[src/rtl/scan_ctl_fsm.sv]
module scan_ctl_fsm #(
  parameter int SW = 2
) (
  input  logic clk,
  input  logic rst_n,
  input  logic scan_mode,
  input  logic scan_en,
  input  logic scan_in,
  input  logic start,
  input  logic fin,
  input  logic ack,
  input  logic clr,
  output logic busy,
  output logic scan_out
);
  localparam logic [SW-1:0] S_IDLE = SW'(0);
  localparam logic [SW-1:0] S_RUN  = SW'(1);
  localparam logic [SW-1:0] S_DONE = SW'(2);
  localparam logic [SW-1:0] S_ERR  = SW'(3);

  logic [SW-1:0] state, nxt, shifted;
  logic          rst_act_n;

  assign rst_act_n = rst_n | scan_mode;
  assign shifted   = {state[SW-2:0], scan_in};

  always_comb begin
    nxt = state;
    case (state)
      S_IDLE: if (start) nxt = S_RUN;
      S_RUN:  if (fin) nxt = S_DONE; else if (clr) nxt = S_ERR;
      S_DONE: if (ack) nxt = S_IDLE;
      S_ERR:  if (clr) nxt = S_IDLE;
      default: nxt = S_IDLE;
    endcase
  end

  always_ff @(posedge clk) begin
    if (!rst_act_n)   state <= S_IDLE;
    else if (scan_en) state <= shifted;
    else              state <= nxt;
  end

  assign busy     = (state == S_RUN);
  assign scan_out = state[SW-1];
endmodule

[config.mk]
export PLATFORM = sky130hd
export DESIGN_NAME = scan_ctl_fsm
export DESIGN_NICKNAME = d
export VERILOG_FILES = /design/src/rtl/scan_ctl_fsm.sv
export SDC_FILE = /design/constraint.sdc
export NUM_CORES = 1
export LEC_CHECK = 0
export CORE_AREA = 4 4 41 43
export CTS_BUF_LIST = sky130_fd_sc_hd__clkbuf_8
export CTS_CLUSTER_SIZE = 14
export DETAILED_ROUTE_END_ITERATION = 10
export DIE_AREA = 0 0 45 47
export HOLD_SLACK_MARGIN = 0.1
export RECOVER_POWER = 100
export SLEW_MARGIN = 20
export SYNTH_ARGS = -nofsm -noshare
export SYNTH_HDL_FRONTEND = slang
export SYNTH_SLANG_ARGS = --single-unit
export TNS_END_PERCENT = 1
[constraint.sdc]
create_clock -name clk -period 1.4 [get_ports clk]
set_clock_uncertainty 0.2 [all_clocks]
set_input_delay 0.14 -clock clk [delete_from_list [all_inputs] [get_ports clk]]
set_output_delay 0.14 -clock clk [all_outputs]
set_load 0.01 [all_outputs]
==> out/qor.csv <==
stage,metric,value,unit
placement,Post-Place Cells,46,
finish,Layout Area Growth over Synthesis,144,%
clocking,H-tree levels,1,
setup_path,crit-path max FO,2,
worst_hold_path,worst hold path type,reg2reg,
finish,Largest register FFs,2,
setup_path,Setup CP Type,in2reg,
power_and_ir_drop,Peak VDD IR,0.263,mV
detailed_routing,# DRC,0,
timing,period utilization,0.896,
clocking,clock sink count,2,
clocking,CTS buffer count,3,
power_and_ir_drop,sequential share of power,0.191,
floorplan,Die ar.,2120,um^2
clocking,CTS max path bufs,2,
power_and_ir_drop,Clk network pwr share,0.598,
power_and_ir_drop,P_sw,74.8,uW
clocking,setup bufs post-CTS,0,
timing,final hold viol count,0,
global_route,initial antenna violation count,0,
power_and_ir_drop,Final Power,371,uW
setup_path,nature of the critical path endpoint,flip-flop,
setup_path,internal reg-to-reg setup slack,220,ps
finish,Final Net Count,45,
yosys,"Distinct cells, synth",11,
placement,pre-CTS WS,-76.0,ps
detailed_routing,routed vias,176,
yosys,Yosys warnings,0,
setup_path,Crit path arrival time,1140,ps
job,max cap viols,0,
power_and_ir_drop,P per Cell Area,1220,nW/um^2
floorplan,Die Width,45,um
yosys,syn_nets,27,
yosys,Post-Synthesis Cells,18,
floorplan,I/O pins,11,
finish,largest registers,state (2),
yosys,Synth Area per Inst,6.95,um^2
setup_path,Worst Setup Start Kind,input port,
floorplan,row count,13,
yosys,"Seq/Total Area, Yosys",0.320,
finish,post-layout util,0.235,
yosys,mapped cell area,125,um^2
global_route,gr usage total,0.0481,
timing,fin crit period,1250,ps
global_route,total congestion overflow,0,
finish,final cell count without fillers,49,
clocking,hold buffer count at CTS,0,
timing,Final setup viols,0,
power_and_ir_drop,combinational share of power,0.211,
floorplan,die height,47,um
finish,Top reg by flops,state,
timing,Final Max Tran Viols,0,
clocking,clk slew on worst S/H paths,30,ps
detailed_routing,final wirelength,390,um
detailed_routing,via/cell ratio,3.59,
placement,Placer Congestion,0.612,
finish,layout cells sized above 1,0.176,
outcome,status,"finished, final reports clean",
detailed_routing,WL/cell,7.96,um
detailed_routing,DR pass1 iterations,4,
timing,Slew @ Worst Pin,230,ps
clocking,CTS resizes,2,
placement,# port buffers,10,
placement,post-DP HPWL,314,um
timing,Rel. slew slack,0.847,
power_and_ir_drop,Sw Ratio,0.202,
global_route,largest net degree at the start of global routing,6,
clocking,CTS tree,built,
clocking,later-pin clock latency in the skew report,210,ps
floorplan,Initial Util,0.0962,
setup_path,WP data required,1280,ps
detailed_routing,DRT iter0 DRCs,4,
clocking,root buf cell,clkbuf_8,
power_and_ir_drop,Pint,296,uW
timing,f_max,0.798,GHz
timing,worst setup margin,146,ps
detailed_routing,ANT nets after route,0,
finish,ANT cells,0,
timing,Hold Slack,372,ps
power_and_ir_drop,leak pwr,0.132,nW
global_route,global-route wire length before repair,641,um
floorplan,core area,1300,um^2
yosys,Synth Register Bits,2,
global_route,vias in the first global route,169,
timing,RSZ-0062 raised after global routing,false,
## worst paths after layout
| check | depth (start not counted) | startpoint | endpoint |
|---|---|---|---|
| min | 2 | state[1] | state[1] |
| max | 4 | scan_en | state[1] |
| min reg2reg | 2 | state[1] | state[1] |
| max reg2reg | 4 | state[0] | state[0] |
## cells in the mapped netlist, drive strengths merged
master | number | area, um^2
a21oi | 3 | 15.0
nor2 | 3 | 11.3
dfxtp | 2 | 40.0
inv | 2 | 7.51
nand2b | 2 | 12.5
nand2 | 1 | 3.75
nor2b | 1 | 6.26
nor3 | 1 | 5.00
o31a | 1 | 8.76
o32ai | 1 | 8.76
or3 | 1 | 6.26
## routing by layer
metal | global-route usage | vias up | share of wire
li1 | - | 94 | -
met1 | 0.0475 | 75 | 0.42
met2 | 0.0621 | 7 | 0.47
met3 | 0.0230 | 0 | 0.11
met4 | 0.0702 | 0 | 0
met5 | 0 | - | 0
## worst max-delay path: stages
cell	delay, ps
clkdlybuf4s50_1	410
or3_1	360
a21oi_1	150
nor3_1	70
## area by class of cell
type | count | area [um^2]
Fill cell | 154 | 996
Multi-Input combinational cell | 14 | 77.6
Inverter | 2 | 7.51
Tap cell | 15 | 18.8
Sequential cell | 2 | 40.0
Timing Repair Buffer | 13 | 120
Clock buffer | 3 | 41.3
## placed cells by master (no fill, tap or decap), drive strengths merged, types with 2 or more instances in the layout
cell type      n
nor2           3
nand2b         2
buf            2
a21oi          3
dfxtp          2
dlygate4sd2    2
clkbuf         4
inv            2
clkdlybuf4s50  8
## power by group through the flow
stage | registers, mW | clock network, mW | logic (mW)
6_report | 0.0710 | 0.222 | 0.0782
5_1_grt | 0.0725 | 0.239 | 0.0862
4_1_cts | 0.0713 | 0.231 | 0.0798
3_5_place_dp | 0.0721 | 0 | 0.0849
3_3_place_gp | 0.0720 | 0 | 0.0839
2_1_floorplan | 0.0754 | 0 | 0.0265
## through the flow
| stage | setup TNS (ps) | area (um^2) |
|---|---|---|
| floorplan | 0 | 125 |
| global placement | -71.1 | 267 |
| detailed placement | -76.0 | 267 |
| CTS | 0 | 305 |
| global route | 0 | 305 |
| finish | 0 | 305 |
## logic make-up (layout without fill, tap and decap cells)
| kind of cell | after synthesis | after routing | synth area share |
|---|---|---|---|
| DFF | 2 | 2 | 0.320 |
| AOI/OAI and AO/OA | 5 | 5 | 0.260 |
| and+or+nand+nor | 9 | 9 | 0.360 |
| buffers and inverters | 2 | 18 | 0.0600 |
(Power assumes the default switching activity.)
